## config.mk

```make
export PLATFORM = sky130hd
export DESIGN_NAME = i2c_host_regs
export DESIGN_NICKNAME = d
export VERILOG_FILES = /design/src/rtl/i2c_host_pkg.sv /design/src/rtl/i2c_host_fifo.sv /design/src/rtl/i2c_host_irq.sv /design/src/rtl/i2c_host_regs.sv
export SDC_FILE = /design/constraint.sdc
export NUM_CORES = 1
export LEC_CHECK = 0
export ABC_AREA = 1
export BUFFER_PORTS_ARGS = -buffer_cell sky130_fd_sc_hd__buf_2
export CAP_MARGIN = 20
export CELL_PAD_IN_SITES_DETAIL_PLACEMENT = 1
export CELL_PAD_IN_SITES_GLOBAL_PLACEMENT = 1
export CORE_MARGIN = 5
export CORE_UTILIZATION = 35
export DETAILED_ROUTE_END_ITERATION = 16
export PLACE_DENSITY_LB_ADDON = 0.2
export SLEW_MARGIN = 20
export SYNTH_ARGS = -nofsm -noshare
export SYNTH_HDL_FRONTEND = slang
export SYNTH_SLANG_ARGS = --single-unit
```

## constraint.sdc

```tcl
create_clock -name clk -period 5.2 [get_ports clk]
set_input_delay 1.04 -clock clk [delete_from_list [all_inputs] [get_ports clk]]
set_output_delay 1.04 -clock clk [all_outputs]
set_load 0.02 [all_outputs]
```

## src/rtl/i2c_host_pkg.sv

```systemverilog
package i2c_host_pkg;

  localparam int ADDR_W = 8;
  localparam logic [ADDR_W-1:0] OFF_CTL   = 8'h00;
  localparam logic [ADDR_W-1:0] OFF_DATA  = 8'h04;
  localparam logic [ADDR_W-1:0] OFF_SADR  = 8'h0C;
  localparam logic [ADDR_W-1:0] OFF_CYC   = 8'h10;
  localparam logic [ADDR_W-1:0] OFF_LOW   = 8'h14;
  localparam logic [ADDR_W-1:0] OFF_RSSU  = 8'h18;
  localparam logic [ADDR_W-1:0] OFF_DSU   = 8'h1C;
  localparam logic [ADDR_W-1:0] OFF_ISTAT = 8'h20;
  localparam logic [ADDR_W-1:0] OFF_IEN   = 8'h24;
  localparam logic [ADDR_W-1:0] OFF_ICLR  = 8'h28;
  localparam logic [ADDR_W-1:0] OFF_STAT  = 8'h2C;
  localparam logic [ADDR_W-1:0] OFF_RST   = 8'h34;
  localparam logic [ADDR_W-1:0] OFF_BMON  = 8'h38;
  localparam logic [ADDR_W-1:0] OFF_NOISE = 8'h3C;
  localparam logic [ADDR_W-1:0] OFF_TXBC  = 8'h40;
  localparam logic [ADDR_W-1:0] OFF_RXBC  = 8'h44;
  localparam logic [ADDR_W-1:0] OFF_TXBM  = 8'h48;
  localparam logic [ADDR_W-1:0] OFF_RXBM  = 8'h4C;
  localparam logic [ADDR_W-1:0] OFF_BRST  = 8'h50;

  // compact interrupt vector order: [3] drained, [2] rx done, [1] no ack, [0] arb lost
  localparam int NIRQ = 4;

  typedef struct packed {
    logic dev_busy;
    logic bus_busy;
    logic rx_full;
    logic rx_nonempty;
    logic tx_notfull;
    logic tx_empty;
  } stat_t;

  function automatic logic [31:0] irq_spread(input logic [NIRQ-1:0] c);
    logic [31:0] w;
    w    = '0;
    w[9] = c[3];
    w[4] = c[2];
    w[2] = c[1];
    w[1] = c[0];
    return w;
  endfunction

  function automatic logic [NIRQ-1:0] irq_gather(input logic [31:0] w);
    return {w[9], w[4], w[2], w[1]};
  endfunction

  function automatic logic [31:0] status_word(input stat_t s);
    logic [31:0] w;
    w     = '0;
    w[12] = s.dev_busy;
    w[8]  = s.bus_busy;
    w[3]  = s.rx_full;
    w[2]  = s.rx_nonempty;
    w[1]  = s.tx_notfull;
    w[0]  = s.tx_empty;
    return w;
  endfunction

endpackage

```

## src/rtl/i2c_host_fifo.sv

```systemverilog
module i2c_host_fifo #(
  parameter int W     = 9,
  parameter int DEPTH = 8
) (
  input  logic         clk,
  input  logic         rst_n,
  input  logic         flush,
  input  logic         push,
  input  logic [W-1:0] wdata,
  input  logic         pop,
  output logic [W-1:0] rdata,
  output logic         empty,
  output logic         full,
  output logic [$clog2(DEPTH):0] count
);
  // DEPTH is a power of two so the pointers wrap on their own
  localparam int PW = $clog2(DEPTH);
  localparam int CW = PW + 1;

  logic [W-1:0]  mem [DEPTH];
  logic [PW-1:0] wr_ptr, rd_ptr;
  logic [CW-1:0] cnt_q;
  logic          do_push, do_pop;

  assign empty   = (cnt_q == '0);
  assign full    = (cnt_q == CW'(DEPTH));
  assign count   = cnt_q;
  assign do_push = push && !full && !flush;
  assign do_pop  = pop && !empty && !flush;
  assign rdata   = empty ? '0 : mem[rd_ptr];

  always_ff @(posedge clk) begin
    if (do_push) mem[wr_ptr] <= wdata;
  end

  always_ff @(posedge clk or negedge rst_n) begin
    if (!rst_n) begin
      wr_ptr <= '0;
      rd_ptr <= '0;
      cnt_q  <= '0;
    end else if (flush) begin
      wr_ptr <= '0;
      rd_ptr <= '0;
      cnt_q  <= '0;
    end else begin
      if (do_push) wr_ptr <= wr_ptr + 1'b1;
      if (do_pop)  rd_ptr <= rd_ptr + 1'b1;
      cnt_q <= cnt_q + CW'(do_push) - CW'(do_pop);
    end
  end

  // a push into a full queue leaves the fill level alone
  a_r3_no_overflow: assert property (@(posedge clk) disable iff (!rst_n)
    (full && push && !pop && !flush) |=> (cnt_q == CW'(DEPTH)));
  // a pop from an empty queue leaves it empty
  a_r4_no_underflow: assert property (@(posedge clk) disable iff (!rst_n)
    (empty && pop && !push) |=> empty);
  a_r3_bounded: assert property (@(posedge clk) disable iff (!rst_n)
    cnt_q <= CW'(DEPTH));
endmodule

```

## src/rtl/i2c_host_irq.sv

```systemverilog
module i2c_host_irq #(
  parameter int N = 4
) (
  input  logic         clk,
  input  logic         rst_n,
  input  logic [N-1:0] ev,
  input  logic         en_we,
  input  logic [N-1:0] en_wdata,
  input  logic         clr_we,
  input  logic [N-1:0] clr_mask,
  output logic [N-1:0] stat,
  output logic [N-1:0] en,
  output logic         irq
);
  logic [N-1:0] clr_eff;

  assign clr_eff = clr_we ? clr_mask : '0;

  always_ff @(posedge clk or negedge rst_n) begin
    if (!rst_n) begin
      stat <= '0;
      en   <= '0;
    end else begin
      stat <= (stat & ~clr_eff) | ev;   // new event beats the clear
      if (en_we) en <= en_wdata;
    end
  end

  assign irq = |(stat & en);

  // every event bit shows up in the status next cycle, clear or not
  a_r7_event_wins: assert property (@(posedge clk) disable iff (!rst_n)
    (|ev) |=> ((stat & $past(ev)) == $past(ev)));
  // without a clear write, latched bits do not drop
  a_r6_sticky: assert property (@(posedge clk) disable iff (!rst_n)
    !clr_we |=> ((stat & $past(stat)) == $past(stat)));
endmodule

```

## src/rtl/i2c_host_regs.sv

```systemverilog
module i2c_host_regs
  import i2c_host_pkg::*;
#(
  parameter int FIFO_DEPTH = 8,
  parameter int TIM_W      = 16,
  parameter int CNT_W      = 16
) (
  input  logic              clk,
  input  logic              rst_n,
  input  logic              req_valid,
  input  logic              req_write,
  input  logic [7:0]        req_addr,
  input  logic [31:0]       req_wdata,
  output logic [31:0]       rsp_rdata,
  output logic              irq,
  output logic              eng_tx_valid,
  output logic [8:0]        eng_tx_data,
  input  logic              eng_tx_pop,
  input  logic              eng_rx_push,
  input  logic [7:0]        eng_rx_data,
  input  logic              evt_rx_done,
  input  logic              evt_no_ack,
  input  logic              evt_arb_lost,
  input  logic              eng_dev_busy,
  input  logic              eng_bus_busy,
  input  logic [CNT_W-1:0]  eng_tx_cnt_mon,
  input  logic [CNT_W-1:0]  eng_rx_cnt_mon,
  input  logic              bus_reset_done,
  output logic              ctl_master,
  output logic              ctl_start,
  output logic              ctl_stop,
  output logic              ctl_nack,
  output logic [6:0]        slave_addr,
  output logic [TIM_W-1:0]  tim_cycle,
  output logic [TIM_W-1:0]  tim_low,
  output logic [TIM_W-1:0]  tim_rs_setup,
  output logic [TIM_W-1:0]  tim_dat_setup,
  output logic [CNT_W-1:0]  tx_byte_cnt,
  output logic [CNT_W-1:0]  rx_byte_cnt,
  output logic              run_enable,
  output logic              scl_release,
  output logic              bus_reset_req
);
  localparam int TX_W  = 9;
  localparam int RX_W  = 8;
  localparam int FCW   = $clog2(FIFO_DEPTH) + 1;
  localparam int NOISE_W = 4;

  // decoded bus strobes
  logic wr, rd;
  assign wr = req_valid && req_write;
  assign rd = req_valid && !req_write;

  logic wr_ctl, wr_data, wr_ien, wr_iclr, wr_rst, rd_data;
  assign wr_ctl  = wr && (req_addr == OFF_CTL);
  assign wr_data = wr && (req_addr == OFF_DATA);
  assign wr_ien  = wr && (req_addr == OFF_IEN);
  assign wr_iclr = wr && (req_addr == OFF_ICLR);
  assign wr_rst  = wr && (req_addr == OFF_RST);
  assign rd_data = rd && (req_addr == OFF_DATA);

  // reset register state
  logic tx_flush_q, rx_flush_q, bus_rst_q;

  // transmit queue
  logic            tx_empty, tx_full, tx_pop_eff, tx_drained;
  logic [FCW-1:0]  tx_count;
  i2c_host_fifo #(.W(TX_W), .DEPTH(FIFO_DEPTH)) u_txq (
    .clk(clk), .rst_n(rst_n), .flush(tx_flush_q),
    .push(wr_data), .wdata(req_wdata[TX_W-1:0]),
    .pop(eng_tx_pop), .rdata(eng_tx_data),
    .empty(tx_empty), .full(tx_full), .count(tx_count));

  assign eng_tx_valid = !tx_empty;
  assign tx_pop_eff   = eng_tx_pop && !tx_empty && !tx_flush_q;
  // engine takes the last entry and nothing refills it this cycle
  assign tx_drained   = tx_pop_eff && (tx_count == FCW'(1)) && !wr_data;

  // receive queue
  logic            rx_empty, rx_full;
  logic [RX_W-1:0] rx_head;
  logic [FCW-1:0]  rx_count;
  i2c_host_fifo #(.W(RX_W), .DEPTH(FIFO_DEPTH)) u_rxq (
    .clk(clk), .rst_n(rst_n), .flush(rx_flush_q),
    .push(eng_rx_push), .wdata(eng_rx_data),
    .pop(rd_data), .rdata(rx_head),
    .empty(rx_empty), .full(rx_full), .count(rx_count));

  // interrupt status
  logic [NIRQ-1:0] ev_vec, istat, ien;
  assign ev_vec = {tx_drained, evt_rx_done, evt_no_ack, evt_arb_lost};
  i2c_host_irq #(.N(NIRQ)) u_irq (
    .clk(clk), .rst_n(rst_n), .ev(ev_vec),
    .en_we(wr_ien), .en_wdata(irq_gather(req_wdata)),
    .clr_we(wr_iclr), .clr_mask(irq_gather(req_wdata)),
    .stat(istat), .en(ien), .irq(irq));

  // configuration registers
  logic [NOISE_W-1:0] noise_q;
  logic [1:0]         brst_q;

  always_ff @(posedge clk or negedge rst_n) begin
    if (!rst_n) begin
      ctl_master    <= 1'b0;
      ctl_nack      <= 1'b0;
      ctl_start     <= 1'b0;
      ctl_stop      <= 1'b0;
      slave_addr    <= '0;
      tim_cycle     <= '0;
      tim_low       <= '0;
      tim_rs_setup  <= '0;
      tim_dat_setup <= '0;
      tx_byte_cnt   <= '0;
      rx_byte_cnt   <= '0;
      noise_q       <= '0;
      brst_q        <= '0;
    end else begin
      ctl_start <= wr_ctl && req_wdata[2];
      ctl_stop  <= wr_ctl && req_wdata[1];
      if (wr_ctl) begin
        ctl_master <= req_wdata[3];
        ctl_nack   <= req_wdata[0];
      end
      if (wr) begin
        case (req_addr)
          OFF_SADR:  slave_addr    <= req_wdata[6:0];
          OFF_CYC:   tim_cycle     <= req_wdata[TIM_W-1:0];
          OFF_LOW:   tim_low       <= req_wdata[TIM_W-1:0];
          OFF_RSSU:  tim_rs_setup  <= req_wdata[TIM_W-1:0];
          OFF_DSU:   tim_dat_setup <= req_wdata[TIM_W-1:0];
          OFF_TXBC:  tx_byte_cnt   <= req_wdata[CNT_W-1:0];
          OFF_RXBC:  rx_byte_cnt   <= req_wdata[CNT_W-1:0];
          OFF_NOISE: noise_q       <= req_wdata[NOISE_W-1:0];
          OFF_BRST:  brst_q        <= req_wdata[1:0];
          default: ;
        endcase
      end
    end
  end

  assign run_enable  = brst_q[1];
  assign scl_release = brst_q[0];

  // self-clearing reset actions: flushes finish one cycle after the write
  always_ff @(posedge clk or negedge rst_n) begin
    if (!rst_n) begin
      tx_flush_q <= 1'b0;
      rx_flush_q <= 1'b0;
      bus_rst_q  <= 1'b0;
    end else begin
      tx_flush_q <= wr_rst && req_wdata[2];
      rx_flush_q <= wr_rst && req_wdata[1];
      if (wr_rst && req_wdata[0])  bus_rst_q <= 1'b1;
      else if (bus_reset_done)     bus_rst_q <= 1'b0;
    end
  end
  assign bus_reset_req = bus_rst_q;

  // read mux
  stat_t       st;
  logic [31:0] rd_word;

  always_comb begin
    st.dev_busy    = eng_dev_busy;
    st.bus_busy    = eng_bus_busy;
    st.rx_full     = rx_full;
    st.rx_nonempty = !rx_empty;
    st.tx_notfull  = !tx_full;
    st.tx_empty    = tx_empty;
  end

  always_comb begin
    rd_word = '0;
    case (req_addr)
      OFF_CTL:   rd_word = {28'd0, ctl_master, 2'b00, ctl_nack};
      OFF_DATA:  rd_word = {24'd0, rx_head};
      OFF_SADR:  rd_word = {25'd0, slave_addr};
      OFF_CYC:   rd_word = 32'(tim_cycle);
      OFF_LOW:   rd_word = 32'(tim_low);
      OFF_RSSU:  rd_word = 32'(tim_rs_setup);
      OFF_DSU:   rd_word = 32'(tim_dat_setup);
      OFF_ISTAT: rd_word = irq_spread(istat);
      OFF_IEN:   rd_word = irq_spread(ien);
      OFF_STAT:  rd_word = status_word(st);
      OFF_RST:   rd_word = {29'd0, tx_flush_q, rx_flush_q, bus_rst_q};
      OFF_BMON:  rd_word = '0;
      OFF_NOISE: rd_word = 32'(noise_q);
      OFF_TXBC:  rd_word = 32'(tx_byte_cnt);
      OFF_RXBC:  rd_word = 32'(rx_byte_cnt);
      OFF_TXBM:  rd_word = 32'(eng_tx_cnt_mon);
      OFF_RXBM:  rd_word = 32'(eng_rx_cnt_mon);
      OFF_BRST:  rd_word = {30'd0, brst_q};
      default:   rd_word = '0;
    endcase
  end

  always_ff @(posedge clk or negedge rst_n) begin
    if (!rst_n)  rsp_rdata <= '0;
    else if (rd) rsp_rdata <= rd_word;
  end

  // draining the queue latches the drained interrupt bit
  a_r12_drain_latched: assert property (@(posedge clk) disable iff (!rst_n)
    tx_drained |=> istat[3]);
  // a flush request lasts one cycle unless rewritten
  a_r9_flush_selfclear: assert property (@(posedge clk) disable iff (!rst_n)
    (tx_flush_q && !(wr_rst && req_wdata[2])) |=> !tx_flush_q);
  // a flush leaves the transmit queue empty
  a_r9_flush_empties: assert property (@(posedge clk) disable iff (!rst_n)
    tx_flush_q |=> tx_empty);
  // a start strobe never lasts two cycles without a second write
  a_r10_start_pulse: assert property (@(posedge clk) disable iff (!rst_n)
    (ctl_start && !(wr_ctl && req_wdata[2])) |=> !ctl_start);
endmodule

```

==> reports/results.tsv <==
stage	metric	value	unit
setup_path	CP endpoint kind	output port	
hold_path	Hold WC Path Type	register to register	
routing	wirelength, routed	46.0	mm
pwr	clock power share	39.3	%
cells_and_area	most frequent cells in the layout	371 x nand2_1, 211 x buf_2, 166 x o21ai_0	
pwr	switching part of the total	30.1	%
synth	synthesized cell area	13400	µm²
synth	synth warn	0	
pwr	combinational power share	18.5	%
timing	Final Hold Viols	0	
cells_and_area	commonest non-fill, non-tap cell in the layout	nand2_1	
timing	Hold WS	0.482	ns
pwr	sequential power share	42.2	%
setup_path	Crit path arrival time	2.42	ns
global_route	largest net degree at the start of global routing	75	
routing	via total after detailed routing	11000	
clock_tree	clock insertion delay at the later pin of the skew report	0.55	ns
cells_and_area	share of cells above drive strength 1	19.5	%
synth	Yosys cell types	37	
timing	Slew HR	25.7	%
floorplanning	Core ar.	37700	µm²
synth	post-synth top area share	30.6	%
routing	remaining antenna violation count	0	
clock_tree	Bufs on Longest Clock Path	3	
synth	Cells after Synth	1421	
synth	register bit total from synthesis	296	
global_route	initial antenna violation count	4	
global_route	first-pass GRT wire length	69.1	mm
routing	drt first pass iters	5	
timing	RSZ-0062 raised after global routing	false	
cells_and_area	Layout Nets	1729	
cells_and_area	fin cells	2158	
flow_run	number of max-cap violations	0	
setup_path	Crit Reg-Reg Endpoint	u_txq.count[2]$_DFF_PN0_	
place	Routability Congestion	0.811	
timing	crit path time final	3.46	ns
setup_path	critical path fanouts, max	21	
setup_path	worst-path cell chain	buf_4, o21ai_0, o32ai_1, o21ai_0, nor2_1, buf_2	
timing	Slew Limit Fails	0	
routing	# DRC	0	
timing	fmax	289	MHz
pwr	Int Pwr	4.53	mW
clock_tree	CTS buffer count	36	
setup_path	startpoint type of the worst setup path	register	
clock_tree	CTS clk-pin slew, worst paths	0.06	ns
floorplanning	die width	205	µm
pwr	Worst IR Drop VDD	0.000267	V
routing	DRT iter0 DRCs	544	
synth	post-synth top area cell	edfxtp_1	
timing	Worst Tran Pin Value	1.11	ns
clock_tree	CTS Hold Buffers Added	0	
setup_path	worst r2r src	u_txq.count[2]$_DFF_PN0_	
routing	routed vias/inst	5.08	
place	number of I/O port buffers	212	
clock_tree	Clock Sinks	296	
setup_path	Data required, critical path	4.16	ns
status	status	finished, final reports clean	
cells_and_area	Post-Route Utilization	42.6	%
clock_tree	Setup Buffers After CTS	0	
synth	Synth Area per Inst	9.40	µm²
place	post-detail-place hpwl	31.9	mm
timing	setup violators final	0	
clock_tree	CTS tree	done	
cells_and_area	Layout area overhead	20.0	%
global_route	All-Layer GR Usage	21.5	%
pwr	P_sw	1.95	mW
floorplanning	Boundary Pins	245	
setup_path	critical path type	register to output port	
place	DP Cell Count	2091	
hold_path	hold path start	rsp_rdata[1]$_DFFE_PN0P_	
floorplanning	Initial Util	35.5	%
setup_path	CP most frequent cell	o21ai_0	
timing	clock skew	0.0184	ns
setup_path	CP max-delay cell	dfrtp_1	
clock_tree	CTS H-tree lvls	2	
synth	sequential area share after synthesis	60.5	%
global_route	GRT overflow	0	
global_route	vias in the first global route	11500	
timing	setup TNS	0	ns
synth	Synth area leaders	edfxtp_1 31%, dfrtp_1 30%, nand2_1 10%	
clock_tree	cts repair resizes	0	
pwr	PwrDens	404	nW/µm²
setup_path	Setup crit end	eng_tx_data[6]	
pwr	LEAKAGE	7.38	nW
setup_path	r2r setup slk	2.46	ns
floorplanning	Die Ht	205	µm
setup_path	largest stage delay on the critical path	0.73	ns
setup_path	Critical Path Source	u_txq.rd_ptr[1]$_DFFE_PN0P_	
floorplanning	Rows	71	
setup_path	Worst Reg-to-Reg Cells	11	
clock_tree	CTS root buffer	clkbuf_16	
timing	Tcrit/Tclk final	66.5	%
floorplanning	full die area	42200	µm²
routing	routed len/inst	21.3	µm
==> flip-flops by register name (all words and copies together), names as in the netlist, 4 cells and up <==
register	count
u_rxq.count	4
tim_low	16
u_txq.count	4
tx_byte_cnt	16
u_txq.mem	72
rsp_rdata	16
u_rxq.mem	64
u_irq.stat	4
u_irq.en	4
noise_q	4
tim_dat_setup	16
rx_byte_cnt	16
tim_cycle	16
tim_rs_setup	16
slave_addr	7
==> area by class of cell <==
type                    instances  area, µm²
inverters                      89        334
multi-input cells             966       4570
flip-flops and latches        296       8090
fillers                      4407      21600
clock inverters                20        219
diodes                          2       5.00
well taps                     511        639
clock buffers                  44        971
repair buffers                230       1210
==> how the worst min path moves through the flow <==
stage	end	slack (ns)	cells after the start
detailed placement	rsp_rdata[15]$_DFFE_PN0P_	0.46	2
floorplan	noise_q[0]$_DFFE_PN0P_	0.45	2
global placement	rsp_rdata[1]$_DFFE_PN0P_	0.46	2
global route	rsp_rdata[7]$_DFFE_PN0P_	0.51	2
finish	rsp_rdata[1]$_DFFE_PN0P_	0.48	2
CTS	rsp_rdata[4]$_DFFE_PN0P_	0.49	2
==> per-layer routing <==
metal / vias up / track usage (%) / routed length, µm
li1: 5139 / - / -
met3: 70 / 3.96 / 2340
met2: 271 / 36.1 / 22200
met5: - / 0 / 14
met1: 5484 / 28.4 / 20000
met4: 2 / 6.96 / 1460
==> per-stage QoR <==
stage | setup slack (ns) | instance area [µm²] | power, mW
3_5_place_dp | 1.73 | 14800 | 3.99
6_report | 1.74 | 16000 | 6.48
3_3_place_gp | 1.83 | 14800 | 3.94
4_1_cts | 1.71 | 16000 | 6.55
2_1_floorplan | 2.31 | 13400 | 3.53
5_1_grt | 1.59 | 16000 | 6.81
==> worst max-delay path: cells and delay by family (launching register included) <==
kind,cells,cell delay [ns]
AND/OR/NAND/NOR,1,0.14
flip-flops,1,0.73
AO/OA/AOI/OAI,3,0.45
buffers and inverters,2,0.54
==> power by group through the flow <==
stage	registers, mW	logic (mW)	clock network, mW
floorplan	2.75	0.786	0
global placement	2.77	1.17	0
detailed placement	2.77	1.22	0
CTS	2.73	1.22	2.60
global route	2.75	1.35	2.71
finish	2.73	1.20	2.55
==> kinds of logic after synthesis <==
| family | count (synthesis) | synth area share [%] |
|---|---|---|
| compound gates | 231 | 9.45 |
| xor+xnor | 2 | 0.131 |
| fa+ha+maj | 18 | 1.80 |
| buf+inv | 174 | 5.90 |
| flops | 296 | 60.5 |
| other cells | 1 | 0.0281 |
| simple gates | 699 | 22.2 |
==> Yosys cell counts <==
library cell,instances
nor3b_2,1
nor3_1,8
o21ai_1,22
fa_1,2
clkinv_1,3
nand4_1,15
nor2_2,5
clkbuf_2,1
o22ai_1,1
nor2_1,161
edfxtp_1,136
buf_4,26
nand3_2,4
o21ai_0,166
a21o_1,2
ha_1,16
nor2_4,8
inv_1,84
buf_6,1
nor3b_1,1
nand2_2,6
conb_1,1
dfrtp_1,160
o211ai_1,12
o32ai_1,18
o21a_1,1
nand2_1,372
inv_2,2
nor3_4,1
clkbuf_1,33
nand3b_1,1
buf_1,1
a21oi_1,9
nand3_1,114
and3_1,2
buf_2,23
xnor2_1,2
(Power assumes the default switching activity.)
